===== src/rtl/cmp_pkg.sv =====
package cmp_pkg;

    typedef enum logic [1:0] {
        WG_NORMAL   = 2'd0,
        WG_CLRMATCH = 2'd1,
        WG_PWM_TOP  = 2'd2,
        WG_PWM_BOT  = 2'd3
    } wave_e;

    typedef enum logic [1:0] {
        ACT_HOLD = 2'd0,
        ACT_TOG  = 2'd1,
        ACT_CLR  = 2'd2,
        ACT_SET  = 2'd3
    } act_e;

    function automatic logic is_pwm(wave_e m);
        return (m == WG_PWM_TOP) || (m == WG_PWM_BOT);
    endfunction

endpackage


===== src/rtl/cmp_store.sv =====
module cmp_store
    import cmp_pkg::*;
#(
    parameter int W = 8
) (
    input  logic         clk,
    input  logic         rst_n,
    input  wave_e        mode,
    input  logic         tick,
    input  logic         at_top,
    input  logic         at_bottom,
    input  logic         wr,
    input  logic [W-1:0] wdata,
    output logic [W-1:0] active
);

    typedef struct packed {
        logic [W-1:0] hold;
        logic [W-1:0] act;
    } st_t;

    st_t s_d, s_q;
    logic pwm, edge_pt;

    always_comb begin
        pwm     = is_pwm(mode);
        edge_pt = (mode == WG_PWM_TOP) ? at_top : at_bottom;
        s_d     = s_q;
        if (wr)
            s_d.hold = wdata;
        if (!pwm && wr)
            s_d.act = wdata;
        else if (pwm && tick && edge_pt)
            s_d.act = s_q.hold;
    end

    always_ff @(posedge clk or negedge rst_n) begin
        if (!rst_n)
            s_q <= '0;
        else
            s_q <= s_d;
    end

    assign active = s_q.act;


    direct_write_chk: assert property (@(posedge clk) disable iff (!rst_n)
        (!is_pwm(mode) && wr) |=> (active == $past(wdata)));


    pwm_hold_chk: assert property (@(posedge clk) disable iff (!rst_n)
        (is_pwm(mode) && !tick) |=> $stable(active));

endmodule


===== src/rtl/cmp_detect.sv =====
module cmp_detect #(
    parameter int W = 8
) (
    input  logic         clk,
    input  logic         rst_n,
    input  logic         tick,
    input  logic [W-1:0] count,
    input  logic [W-1:0] active,
    input  logic         cnt_wr,
    input  logic         flag_clr,
    output logic         match_evt,
    output logic         flag,
    output logic         hit
);

    typedef struct packed {
        logic blk;
        logic flag;
        logic hit;
    } st_t;

    st_t s_d, s_q;

    always_comb begin
        match_evt = tick && (count == active) && !s_q.blk;
        s_d       = s_q;
        if (cnt_wr)
            s_d.blk = 1'b1;
        else if (tick)
            s_d.blk = 1'b0;
        if (match_evt)
            s_d.flag = 1'b1;
        else if (flag_clr)
            s_d.flag = 1'b0;
        s_d.hit = match_evt;
    end

    always_ff @(posedge clk or negedge rst_n) begin
        if (!rst_n)
            s_q <= '0;
        else
            s_q <= s_d;
    end

    assign flag = s_q.flag;
    assign hit  = s_q.hit;


    blocked_tick_chk: assert property (@(posedge clk) disable iff (!rst_n)
        (s_q.blk && tick) |=> !hit);


    pulse_sets_flag_chk: assert property (@(posedge clk) disable iff (!rst_n)
        hit |-> flag);


    pulse_single_chk: assert property (@(posedge clk) disable iff (!rst_n)
        (hit && !tick) |=> !hit);

endmodule


===== src/rtl/cmp_wave.sv =====
module cmp_wave
    import cmp_pkg::*;
(
    input  logic  clk,
    input  logic  rst_n,
    input  wave_e mode,
    input  act_e  act,
    input  logic  match_evt,
    input  logic  force_cmp,
    input  logic  port_latch,
    output logic  oc,
    output logic  pin
);

    typedef struct packed {
        logic oc;
    } st_t;

    st_t s_d, s_q;
    logic fire;

    always_comb begin
        fire = match_evt || (force_cmp && !is_pwm(mode));
        s_d  = s_q;
        if (fire) begin
            case (act)
                ACT_TOG:  s_d.oc = !s_q.oc;
                ACT_CLR:  s_d.oc = 1'b0;
                ACT_SET:  s_d.oc = 1'b1;
                default:  s_d.oc = s_q.oc;
            endcase
        end
    end

    always_ff @(posedge clk or negedge rst_n) begin
        if (!rst_n)
            s_q <= '0;
        else
            s_q <= s_d;
    end

    assign oc  = s_q.oc;
    assign pin = (act == ACT_HOLD) ? port_latch : s_q.oc;


    pwm_force_ignored_chk: assert property (@(posedge clk) disable iff (!rst_n)
        (is_pwm(mode) && !match_evt) |=> $stable(oc));


    set_action_chk: assert property (@(posedge clk) disable iff (!rst_n)
        (match_evt && act == ACT_SET) |=> oc);


    hold_action_chk: assert property (@(posedge clk) disable iff (!rst_n)
        (act == ACT_HOLD) |=> $stable(oc));

endmodule


===== src/rtl/cmp_unit.sv =====
module cmp_unit
    import cmp_pkg::*;
#(
    parameter int W = 8
) (
    input  logic         clk,
    input  logic         rst_n,
    input  logic         tick,
    input  logic [W-1:0] count,
    input  logic         at_top,
    input  logic         at_bottom,
    input  logic [1:0]   wave_mode,
    input  logic [1:0]   act_sel,
    input  logic         cmp_wr,
    input  logic [W-1:0] cmp_wdata,
    input  logic         cnt_wr,
    input  logic         force_cmp,
    input  logic         flag_clr,
    input  logic         port_latch,
    output logic [W-1:0] cmp_active,
    output logic         match_flag,
    output logic         match_pulse,
    output logic         oc_bit,
    output logic         pin_out
);

    wave_e mode;
    act_e  act;
    logic  match_evt;

    assign mode = wave_e'(wave_mode);
    assign act  = act_e'(act_sel);

    cmp_store #(.W(W)) u_store (
        .clk       (clk),
        .rst_n     (rst_n),
        .mode      (mode),
        .tick      (tick),
        .at_top    (at_top),
        .at_bottom (at_bottom),
        .wr        (cmp_wr),
        .wdata     (cmp_wdata),
        .active    (cmp_active)
    );

    cmp_detect #(.W(W)) u_detect (
        .clk       (clk),
        .rst_n     (rst_n),
        .tick      (tick),
        .count     (count),
        .active    (cmp_active),
        .cnt_wr    (cnt_wr),
        .flag_clr  (flag_clr),
        .match_evt (match_evt),
        .flag      (match_flag),
        .hit       (match_pulse)
    );

    cmp_wave u_wave (
        .clk        (clk),
        .rst_n      (rst_n),
        .mode       (mode),
        .act        (act),
        .match_evt  (match_evt),
        .force_cmp  (force_cmp),
        .port_latch (port_latch),
        .oc         (oc_bit),
        .pin        (pin_out)
    );


    force_no_flag_chk: assert property (@(posedge clk) disable iff (!rst_n)
        (force_cmp && !tick && !match_flag) |=> (!match_flag && !match_pulse));

endmodule


===== config.mk =====
export PLATFORM = sky130hd
export DESIGN_NAME = cmp_unit
export DESIGN_NICKNAME = d
export VERILOG_FILES = /design/src/rtl/cmp_pkg.sv /design/src/rtl/cmp_store.sv /design/src/rtl/cmp_detect.sv /design/src/rtl/cmp_wave.sv /design/src/rtl/cmp_unit.sv
export SDC_FILE = /design/constraint.sdc
export NUM_CORES = 1
export LEC_CHECK = 0
export BUFFER_PORTS_ARGS = -buffer_cell sky130_fd_sc_hd__buf_2
export CORE_MARGIN = 5
export CORE_UTILIZATION = 37
export CTS_BUF_LIST = sky130_fd_sc_hd__clkbuf_8
export CTS_CLUSTER_DIAMETER = 80
export DETAILED_ROUTE_END_ITERATION = 16
export GPL_TIMING_DRIVEN = 0
export PLACE_DENSITY = 0.68
export SYNTH_ARGS = -nofsm -noshare
export SYNTH_HDL_FRONTEND = slang
export SYNTH_SLANG_ARGS = --single-unit
export TNS_END_PERCENT = 30

===== constraint.sdc =====
create_clock -name clk -period 2.57 [get_ports clk]
set_clock_uncertainty 0.15 [all_clocks]
set_input_delay 0.514 -clock clk [delete_from_list [all_inputs] [get_ports clk]]
set_output_delay 0.514 -clock clk [all_outputs]
set_load 0.02 [all_outputs]

=== After elaboration in Yosys (flattened, before gate mapping) ===
Index checks and enable logic that the tools add are counted.

* Register bits: 20
* Latch bits: 0
* Memory bits (writable): 0
* ROM bits: 0
* Input port bits: 30
* Output and inout port bits: 12
* Word-level logic and storage cells: 38
* Memories kept: 0

* $add $sub $neg: 0
* $mul: 0
* Divide/modulo/power cells: 0
* Magnitude comparators: 0
* Eq/ne operators: 6
* Shift operators: 0
* Muxes and demuxes: 9
* Bitwise logic cells: 0
* Reductions and logical operators: 17

{| class="wikitable"
|+ Operators with widths
! cell !! number
|-
| 8-bit 2-to-1 mux || 2
|-
| 2-bit == test (second input constant) || 4
|-
| 8-bit == test || 1
|-
| 1-bit logical AND || 6
|-
| 1-bit 2-to-1 mux || 6
|-
| 2-bit nonzero test || 3
|-
| 1-bit logical NOT || 3
|-
| 1-bit case mux with 3 select lines || 1
|-
| 3-bit nonzero test || 1
|-
| 2-bit by 1-bit == test with 1-bit output (second input constant) || 1
|-
| 2-bit logical NOT || 1
|-
| 1-bit logical OR || 2
|-
| 2-bit AND reduction || 1
|}

=== Logic depth before layout (Yosys ltp) ===
Gate-level depths: netlist (run 1).

* Depth in word-level cells: 6
* Depth in mapped cells: 6
* Depth with buffers taken out: 5

=== Modules after synthesis ===
From an unflattened synthesis (run 1), not the netlist that was laid out.

* Cells, all modules: 82
* Area, all modules: 1,041.0 µm²

{| class="wikitable"
|+ By module, submodules not included
! module !! instances !! cells each !! area an instance (µm²) !! seq. area each (µm²)
|-
| cmp_store || 1 || 53 || 747.0 || 400.4
|-
| cmp_detect || 1 || 19 || 203.9 || 75.1
|-
| cmp_wave || 1 || 10 || 90.1 || 25.0
|}

=== Least setup slack after synthesis (run 1) ===
Ideal clock, no wire load.

* Path type: input to output
* From: in act_sel[1]
* To: out pin_out
* Arrival: 1.036 ns
* Required time: 1.906 ns
* Slack: 0.870 ns
* Stages on the path: 2
* Path buffers: 0
* Path through: nor2_1 > mux2_2

* Cells in the longest elaborated chain, start to end: 2

{| class="wikitable"
|+ RTL lines
! element !! RTL line !! text
|-
| start: declaration || cmp_unit.sv:13 || <nowiki>input logic [1:0] act_sel,</nowiki>
|-
| 2-bit logical NOT || cmp_wave.sv:43 || <nowiki>assign pin = (act == ACT_HOLD) ? port_latch : s_q.oc;</nowiki>
|-
| 1-bit 2-to-1 mux || cmp_wave.sv:43 ||
|-
| end: declaration || cmp_unit.sv:24 || <nowiki>output logic pin_out</nowiki>
|}

No other way between the ends.

=== Worst setup path after layout (run 1) ===
Ends and elaborated chain as after synthesis.

==> impl_summary.log, run 1 <==
[metrics] outcome: completed
[metrics] placeable core region: 0.00271 mm^2
[metrics] number of enable-type register cells in the synthesized netlist: 0
[metrics] number of clock buffers inserted by TritonCTS: 3
[metrics] achievable frequency: 520 MHz
[metrics] clock root buffer: sky130_fd_sc_hd__clkbuf_8
[metrics] TritonCTS clock tree: built
[metrics] horizontal die dimension: ~63 um
[metrics] fraction of the yosys area taken by sequential cells: 48.6%
[metrics] Distinct cells, synth: 20
[metrics] Routed wire per std cell: 13.0 um
[metrics] Critical R2R Capture: u_wave.oc
[metrics] deepest clock path buffer count: 2
[metrics] required time worst endpoint: approximately 1900 ps
[metrics] placer's final routability congestion estimate: 0.742
[metrics] ratio of total power to cell area: 654 mW/mm^2
[metrics] Fill cells: roughly 270
[metrics] number of DRC violations after detailed routing: 0
[metrics] count of boundary I/O pins: 42
[metrics] Final TNS setup: 0 ps
[metrics] floorplan die height: between 60 and 70 um
[metrics] number of register bits inferred by synthesis: 20
[metrics] setup slack of the most critical reg-to-reg path: just under 900 ps
[metrics] net switching power: 0.257 mW
[metrics] Syn Inst Count: 90
[metrics] # Post-CTS Setup Buffers: 0
[metrics] fraction of registers with async set or reset after synthesis: 100%
[metrics] worst-case hold slack: 31.6 ps
[metrics] ratio of final minimum period to clock period: between 70% and 80%
[metrics] nets@finish: 165
[metrics] Setup crit end kind: output pin
[metrics] worst hold-check path type: primary input to async pin
[metrics] Cell Area, Synth: around 0.001 mm^2
[metrics] fraction of layout instances using a drive strength above 1: 50.0%
[metrics] first-pass GRT wire length: 3780 um
[metrics] count of instances resized after the clock tree is built: 0
[metrics] total count of hold-check failures in the final report: 0
[metrics] final slew viol count: 0
[metrics] most frequent cells after synthesis: sky130_fd_sc_hd__dfrtp_1, sky130_fd_sc_hd__buf_4, sky130_fd_sc_hd__mux2_2, sky130_fd_sc_hd__mux2i_1, sky130_fd_sc_hd__nor2_1
[metrics] Final Power: 0.866 mW
[metrics] arrival time worst endpoint: 1260 ps
[metrics] cell row count: 19
[metrics] sequential power share: 44.9%
[metrics] clock-pin slew on the worst setup and hold paths: 70 ps
[metrics] crit path kind: primary input to output pin
[metrics] antenna fix cells: 0
[metrics] final std cell area, no fill: around 0.0013 mm^2
[metrics] via/cell ratio: around 4.8
[metrics] aggregate routed wire length: 2150 um
[metrics] initial antenna violation count: 0
[metrics] per-instance average area after synthesis: 11.4 um^2
[metrics] number of nets with antenna violations after detailed routing: 0
[metrics] time the final worst path needs with I/O delays and setup: between 1500 and 2000 ps
[metrics] total number of yosys warnings: 0
[metrics] leakage power total: 0.689 nW
[metrics] final standard cell utilization of the core: 48.8%
[metrics] vias in the first global route: 837
[metrics] setup repair after global routing missed its margin: no
[metrics] Worst setup SP type: primary input
[metrics] number of iterations in the first detailed-routing pass: 5
[metrics] maximum number of pins on one net before global-route repair: 21
[metrics] total vias in the final route: 786
[metrics] buffers added on ports: 40
[metrics] dominant cell type by area after synthesis: sky130_fd_sc_hd__dfrtp_1
[metrics] Detailed Route Iter0 Violations: 34
[metrics] H-Tree Depth: 1
[metrics] global routing usage summed across all routing layers: between 10% and 20%
[metrics] post-synth top area share: 48.6%
[metrics] clock share of power: ~28%
[metrics] Power Internal: roughly 0.6 mW
[metrics] most frequently used flop master after synthesis: sky130_fd_sc_hd__dfrtp_1
[metrics] hold buffer count at cts: 0
[metrics] biggest area contributors in the synthesized netlist: sky130_fd_sc_hd__dfrtp_1, sky130_fd_sc_hd__mux2_2, sky130_fd_sc_hd__mux2i_1
[metrics] worst reg-to-reg path cell count: 4
[metrics] most frequent cell after synthesis: sky130_fd_sc_hd__dfrtp_1
[metrics] total setup violations reported at the end of the flow: 0
[metrics] proportion of total power due to net switching: 29.7%
[metrics] clock insertion delay at the later pin of the skew report: around 260 ps
[metrics] transition time of the tightest slew-check pin: approximately 430 ps
[metrics] hpwl dp: 1740 um
[metrics] relative contribution of combinational cells to total power: 27.3%
[metrics] beginning of the worst register-to-register path: u_store.active[6]
[metrics] maximum vdd ir drop: roughly 0.42 mV
[metrics] placed standard-cell area: ~0.0013 mm^2
[metrics] GRT overflow: 0
[metrics] worst slew slack as a fraction of its limit: 71.4%
[metrics] Die Footprint: 0.00394 mm^2
[metrics] Max FO, Critical Path: 2
[metrics] count of max-cap constraint violations: 0
[metrics] effective utilization at floorplan: 38.0%
[metrics] Area Growth Syn to Fin: 28.6%
[metrics] Synthesized Nets: 120
[metrics] clk sinks: 20
## power groups by stage
stage          Clock [mW]  Combinational [mW]  Sequential [mW]
4_1_cts             0.245               0.241            0.390
3_3_place_gp            0               0.234            0.392
3_5_place_dp            0               0.240            0.395
2_1_floorplan           0               0.162            0.392
5_1_grt             0.259               0.264            0.395
6_report            0.241               0.236            0.389
## critical path, cell delays in order
cell and delay, ps:
sky130_fd_sc_hd__buf_2 100, sky130_fd_sc_hd__nor2_1 140, sky130_fd_sc_hd__mux2_2 340, sky130_fd_sc_hd__buf_2 160
## metrics by stage
stage          worst slack, ps  cells
2_1_floorplan              870     90
5_1_grt                    612    165
3_3_place_gp               660    161
6_report                   648    165
4_1_cts                    642    165
3_5_place_dp               652    161
## final cells by class
cell class	count	area [um^2]	area share (%)
Sequential cell	20	500	37.8
Buffer	10	72.6	5.48
Timing Repair Buffer	40	200	15.1
Multi-Input combinational cell	57	445	33.6
Clock buffer	4	55.1	4.16
Tap cell	31	38.8	2.93
Inverter	3	11.3	0.851
## cell usage in the layout, fill, tap and decap left out, drive strengths merged
| cell type | n |
|---|---|
| mux2 | 9 |
| mux2i | 9 |
| a32oi | 1 |
| dfrtp | 20 |
| and3 | 1 |
| a21o | 2 |
| clkbuf | 4 |
| nor3b | 1 |
| a211o | 1 |
| buf | 50 |
| nand2 | 3 |
| nor3 | 2 |
| nor2 | 9 |
| inv | 3 |
| a21oi | 8 |
| o21ai | 1 |
| nor4 | 1 |
| o31ai | 1 |
| xor2 | 8 |
## worst max-delay path by stage
stage / to / start / depth (start not counted)
2_1_floorplan: pin_out / act_sel[1] / 2
3_3_place_gp: pin_out / act_sel[1] / 4
3_5_place_dp: pin_out / act_sel[1] / 4
4_1_cts: pin_out / act_sel[1] / 4
5_1_grt: pin_out / act_sel[1] / 4
6_report: pin_out / act_sel[1] / 4
## metal layers
layer	wire length, um	GRT usage (%)	up-vias
met5	0	0	-
met2	997	18.4	30
met1	949	15.0	364
li1	-	-	388
met4	27	4.77	0
met3	176	4.50	4
## kinds of logic (layout without fill, tap and decap cells)
family          Yosys count  count (layout)  share of synthesized area (%)
compound gates           14              14                           9.60
xor+xnor                  8               8                           6.80
buf+inv                  13              57                           8.14
flops                    20              20                           48.6
mux                      18              18                           18.6
simple gates             17              17                           8.26
## flip-flops by register name (all words and copies together) (netlist names)
name	cells
u_detect.flag	1
u_store.active	8
u_store.s_q	8
u_detect.hit	1
u_wave.oc	1
u_detect.s_q	1
Note: power is estimated with default switching activity, not from simulation.
==> run 2: changes to the inputs <==
clock period = 1.89 ns   (was 2.57 ns; I/O delays follow)
==> impl_summary.log, run 2 (same netlist as run 1, synthesis figures left out) <==
[metrics] deepest clock path buffer count: 2
[metrics] worst slew slack as a fraction of its limit: a little under three quarters
[metrics] worst reg-to-reg path cell count: 4
[metrics] leakage power total: around 0.69 nW
[metrics] placer's final routability congestion estimate: between 0.7 and 0.8
[metrics] stage delay of the slowest cell on the critical path: 410 ps
[metrics] Final TNS setup: 0 ps
[metrics] via/cell ratio: 4.76
[metrics] number of clock buffers inserted by TritonCTS: 3
[metrics] placeable core region: 0.00271 mm^2
[metrics] number of instances in the placed design: 161
[metrics] time the final worst path needs with I/O delays and setup: 1700 ps
[metrics] number of iterations in the first detailed-routing pass: 5
[metrics] antenna fix cells: 0
[metrics] hpwl dp: 1740 um
[metrics] setup repair after global routing missed its margin: no
[metrics] clk sinks: 20
[metrics] Detailed Route Iter0 Violations: 41
[metrics] cell row count: 19
[metrics] ratio of final minimum period to clock period: 89.9%
[metrics] Area Growth Syn to Fin: 29.5%
[metrics] path length in cells of the critical path: 4
[metrics] horizontal die dimension: 62.8 um
[metrics] beginning of the worst register-to-register path: u_store.active[6]
[metrics] total vias in the final route: 790
[metrics] final std cell area, no fill: 0.00133 mm^2
[metrics] post-route non-filler standard cell count: about 170
[metrics] Worst setup endpoint: u_wave.oc
[metrics] clock insertion delay at the later pin of the skew report: about 260 ps
[metrics] arrival time worst endpoint: between 1500 and 2000 ps
[metrics] clock-pin slew on the worst setup and hold paths: 70 ps
[metrics] clock root buffer: sky130_fd_sc_hd__clkbuf_8
[metrics] worst-case hold slack: 144 ps
[metrics] Setup crit end kind: flop
[metrics] critical path startpoint: u_store.active[6]
[metrics] Final Power: roughly 1.2 mW
[metrics] PnR worst setup slack: 191 ps
[metrics] number of buffers and inverters on the critical path: 0
[metrics] critical path cell sequence: xor2_1 -> nor4_2 -> a32oi_1 -> a211o_1
[metrics] maximum vdd ir drop: approximately 0.57 mV
[metrics] Fill cells: 269
[metrics] required time worst endpoint: approximately 1900 ps
[metrics] post-place setup slack: 127 ps
[metrics] fraction of layout instances using a drive strength above 1: 49.6%
[metrics] busiest layer in global routing: met2
[metrics] Max FO, Critical Path: 3
[metrics] Cells on Worst Hold Path: 2
[metrics] setup slack of the most critical reg-to-reg path: 190 ps
[metrics] vias in the first global route: 837
[metrics] met3 capacity usage during global routing: 4.50%
[metrics] ratio of total power to cell area: 884 mW/mm^2
[metrics] H-Tree Depth: 1
[metrics] Worst setup SP type: flop
[metrics] most common cell after layout, fill and taps aside: sky130_fd_sc_hd__buf_2
[metrics] number of nets with antenna violations after detailed routing: 0
[metrics] global routing usage summed across all routing layers: 11.9%
[metrics] first-pass GRT wire length: 3780 um
[metrics] met1 Usage GRT: 14.8%
[metrics] fraction of met2 tracks used by global routing: 18.5%
[metrics] outcome: completed
[metrics] count of boundary I/O pins: 42
[metrics] buffers added on ports: 40
[metrics] transition time of the tightest slew-check pin: 429 ps
[metrics] achievable frequency: slightly below 600 MHz
[metrics] effective utilization at floorplan: 38.0%
[metrics] Die Footprint: 0.00394 mm^2
[metrics] nets@finish: 166
[metrics] Critical R2R Capture: u_wave.oc
[metrics] TritonCTS clock tree: built
[metrics] final slew viol count: 0
[metrics] final standard cell utilization of the core: 49.2%
[metrics] Worst path top cell family by delay: compound AO/OA/AOI/OAI gates
[metrics] most frequent cells in the layout: sky130_fd_sc_hd__buf_2, sky130_fd_sc_hd__dfrtp_1
[metrics] count of max-cap constraint violations: 0
[metrics] placed standard-cell area: 0.00127 mm^2
[metrics] GRT overflow: 0
[metrics] crit path kind: flop to flop
[metrics] slowest library cell on the worst path: sky130_fd_sc_hd__dfrtp_1
[metrics] total setup violations reported at the end of the flow: 0
[metrics] maximum number of pins on one net before global-route repair: 21
[metrics] aggregate routed wire length: ~2200 um
[metrics] floorplan die height: 62.8 um
[metrics] number of DRC violations after detailed routing: 0
[metrics] total count of hold-check failures in the final report: 0
[metrics] initial antenna violation count: 0
[metrics] worst hold-check path type: primary input to flop
[metrics] Routed wire per std cell: about 13 um
## run 2: changes by cell type in the layout (fill, tap and decap cells not counted)
cell | before | now
sky130_fd_sc_hd__dlygate4sd3_1 | 0 | 1
## run 2: area by class of cell
type	instances	area (um^2)	area share [%]
plain buffers	10	72.6	5.44
clock buffers	4	55.1	4.13
inverters	3	11.3	0.844
multi-input cells	57	445	33.4
flip-flops and latches	20	500	37.5
well taps	31	38.8	2.91
repair buffers	41	210	15.8
## run 2: worst min-delay path by stage
stage                       from               to  slack [ps]
final                     cnt_wr  u_detect.s_q[2]         140
after global routing      cnt_wr  u_detect.s_q[2]         150
after CTS                 cnt_wr  u_detect.s_q[2]         140
after detailed placement   rst_n  u_store.s_q[11]         200
after global placement     rst_n  u_store.s_q[11]         190
after floorplan            rst_n    u_detect.flag         -70
## run 2: where the power goes
group | internal, mW | switching (mW)
sequential | 0.483 | 0.0460
combinational | 0.161 | 0.162
clock | 0.186 | 0.142
## run 2: routing by layer
metal  vias up  share of wire, %  wire (um)
li1        390                 -          -
met1       366                44        942
met2        30                47       1000
met3         4               8.4        180
met4         0               1.3         27
met5         -                 0          0
## run 2: timing repair
| item | CTS | global route |
|---|---|---|
| buffers inserted | 0 | 0 |
| endpoints found under the hold margin | 20 | 0 |
| hold buffers | 1 | 0 |
| gates resized for setup | 0 | 0 |
==> run 3: changes to the inputs <==
MAX_ROUTING_LAYER = met4   (was unset)
SYNTH_HIERARCHICAL = 1   (was unset)
==> impl_summary.log, run 3 <==
[metrics] outcome: completed
[metrics] first-pass GRT wire length: 3770 um
[metrics] Syn Inst Count: 82
[metrics] number of DRC violations after detailed routing: 0
[metrics] fraction of the yosys area taken by sequential cells: 48.1%
[metrics] most frequently used flop master after synthesis: sky130_fd_sc_hd__dfrtp_1
[metrics] deepest clock path buffer count: 2
[metrics] Routed wire per std cell: between 10 and 15 um
[metrics] global routing usage summed across all routing layers: about 12%
[metrics] fraction of registers with async set or reset after synthesis: 100%
[metrics] Detailed Route Iter0 Violations: 13
[metrics] nets@finish: 158
[metrics] crit path kind: flop to flop
[metrics] maximum number of pins on one net before global-route repair: 21
[metrics] Power Internal: 0.828 mW
[metrics] initial antenna violation count: 0
[metrics] transition time of the tightest slew-check pin: roughly 420 ps
[metrics] most frequent cells in the layout: sky130_fd_sc_hd__buf_2, sky130_fd_sc_hd__dfrtp_1, sky130_fd_sc_hd__buf_4
[metrics] clock insertion delay at the later pin of the skew report: approximately 250 ps
[metrics] final slew viol count: 0
[metrics] antenna fix cells: 0
[metrics] placeable core region: ~0.0027 mm^2
[metrics] stage delay of the slowest cell on the critical path: 390 ps
[metrics] relative contribution of combinational cells to total power: about 28%
[metrics] total setup violations reported at the end of the flow: 0
[metrics] Cell Area, Synth: 0.00104 mm^2
[metrics] slowest library cell on the worst path: sky130_fd_sc_hd__dfrtp_1
[metrics] ratio of total power to cell area: about 840 mW/mm^2
[metrics] worst slew slack as a fraction of its limit: 71.7%
[metrics] post-synth top area share: 48.1%
[metrics] number of enable-type register cells in the synthesized netlist: 0
[metrics] Die Footprint: 0.00397 mm^2
[metrics] aggregate routed wire length: ~2200 um
[metrics] buffers added on ports: 40
[metrics] clock share of power: 27.7%
[metrics] final std cell area, no fill: 0.00135 mm^2
[metrics] # Post-CTS Setup Buffers: 0
[metrics] placer's final routability congestion estimate: 0.719
[metrics] leakage power total: just over 0.6 nW
[metrics] GRT overflow: 0
[metrics] count of max-cap constraint violations: 0
[metrics] post-route non-filler standard cell count: 158
[metrics] number of clock buffers inserted by TritonCTS: 3
[metrics] sequential power share: 44.8%
[metrics] time the final worst path needs with I/O delays and setup: between 1500 and 2000 ps
[metrics] Fill cells: between 200 and 250
[metrics] effective utilization at floorplan: 38.1%
[metrics] Worst setup SP type: flop
[metrics] maximum vdd ir drop: 0.567 mV
[metrics] number of iterations in the first detailed-routing pass: 2
[metrics] number of register bits inferred by synthesis: 20
[metrics] number of instances in the placed design: 153
[metrics] most frequent cells after synthesis: sky130_fd_sc_hd__dfrtp_1, sky130_fd_sc_hd__buf_4, sky130_fd_sc_hd__mux2_2, sky130_fd_sc_hd__nand2b_1, sky130_fd_sc_hd__o221a_1
[metrics] fraction of layout instances using a drive strength above 1: between 50% and 60%
[metrics] PnR worst setup slack: roughly 200 ps
[metrics] ratio of final minimum period to clock period: 89.2%
[metrics] worst hold-check path type: primary input to flop
[metrics] number of nets with antenna violations after detailed routing: 0
[metrics] clk sinks: 20
[metrics] H-Tree Depth: 1
[metrics] Final TNS setup: 0 ps
[metrics] cell row count: 19
[metrics] most frequent cell after synthesis: sky130_fd_sc_hd__dfrtp_1
[metrics] setup repair after global routing missed its margin: no
[metrics] Final Power: 1.14 mW
[metrics] placed standard-cell area: about 0.0013 mm^2
[metrics] clock root buffer: sky130_fd_sc_hd__clkbuf_8
[metrics] required time worst endpoint: 1890 ps
[metrics] achievable frequency: 593 MHz
[metrics] post-place setup slack: 78.0 ps
[metrics] via/cell ratio: 4.97
[metrics] total number of yosys warnings: 6
[metrics] proportion of total power due to net switching: a little over a quarter
[metrics] net switching power: 0.312 mW
[metrics] arrival time worst endpoint: ~1700 ps
[metrics] total vias in the final route: about 800
[metrics] Area Growth Syn to Fin: 29.7%
[metrics] TritonCTS clock tree: built
[metrics] Distinct cells, synth: 26
[metrics] clock-pin slew on the worst setup and hold paths: 70 ps
[metrics] floorplan die height: 63.0 um
[metrics] Setup crit end kind: flop
[metrics] horizontal die dimension: 63.0 um
[metrics] vias in the first global route: 850
[metrics] biggest area contributors in the synthesized netlist: sky130_fd_sc_hd__dfrtp_1, sky130_fd_sc_hd__mux2_2, sky130_fd_sc_hd__o221a_1
[metrics] critical path cell sequence: buf_4 -> xor2_1 -> or3_4 -> nor3_2 -> o311ai_2 -> o311ai_1
[metrics] most common cell after layout, fill and taps aside: sky130_fd_sc_hd__buf_2
[metrics] total count of hold-check failures in the final report: 0
[metrics] Max FO, Critical Path: 3
[metrics] count of boundary I/O pins: 42
[metrics] dominant cell type by area after synthesis: sky130_fd_sc_hd__dfrtp_1
[metrics] per-instance average area after synthesis: between 10 and 15 um^2
[metrics] Synthesized Nets: 112
-- run 3: cell types whose count changed in the layout (fill, tap and decap cells not counted), sizes merged, moves of 2 or more --
cell    delta
a21oi      -8
mux2i      -9
nand2b     +8
nand3      +2
nor2       -8
o221a      +8
o311ai     +2
xnor2      +7
xor2       -7
-- run 3: stage by stage --
stage               utilization (%)  hold WS (ps)
global placement               46.8           194
CTS                            49.2           150
global route                   49.4           149
floorplan                         -         -67.6
finish                         49.4           152
detailed placement             46.8           196
-- run 3: power groups by stage --
stage | Combinational, mW | Clock, mW | Sequential [mW]
after floorplan | 0.215 | 0 | 0.514
after global placement | 0.310 | 0 | 0.516
after detailed placement | 0.316 | 0 | 0.519
after CTS | 0.318 | 0.322 | 0.512
after global routing | 0.344 | 0.340 | 0.519
final | 0.313 | 0.316 | 0.511
-- run 3: cells by family after synthesis --
kind of cell	synth area share, %
AOI/OAI and AO/OA	15.5
muxes	10.1
buffers and inverters	7.57
and+or+nand+nor	12.0
xor gates and xnor gates	6.73
DFF	48.1
-- run 3: path summary, 6_finish.rpt --
path	startpoint	endpoint	slack, ps	cells after the start
min	cnt_wr	u_detect/s_q[2]	150	2
max	u_store/active[1]	u_wave/oc	200	6
min reg2reg	u_detect/s_q[2]	u_detect/s_q[2]	340	1
min in group asynchronous	rst_n	u_store/s_q[9]	450	2
max reg2reg	u_store/active[1]	u_wave/oc	200	6
max in group asynchronous	rst_n	u_store/s_q[8]	840	2
-- run 3: layout make-up --
cell class	instances	area [um^2]	area share, %
clock buffers	4	55.1	4.08
repair buffers	41	210	15.6
well taps	31	38.8	2.87
flip-flops and latches	20	500	37.1
multi-input cells	50	467	34.6
inverters	3	11.3	0.834
plain buffers	9	67.6	5.00
-- run 3: what timing repair did --
item                       in CTS  in global routing
gates resized for setup         0                  1
setup endpoints to repair       0                  1
hold buffers                    1                  0
hold endpoints to repair       20                  0
-- run 3: layer usage --
layer	GRT usage, %	vias up	part of all wire [%]
met4	3.98	0	0.46
met1	14.8	383	43
met3	3.06	2	4.8
met5	-	-	0
met2	20.0	22	52
li1	-	378	-
-- run 3: critical path, delay by kind of cell, from the launching register on --
family,cells,cell delay (ps)
compound gates,2,230
xor+xnor,1,150
buf+inv,1,140
flops,1,390
simple gates,2,540
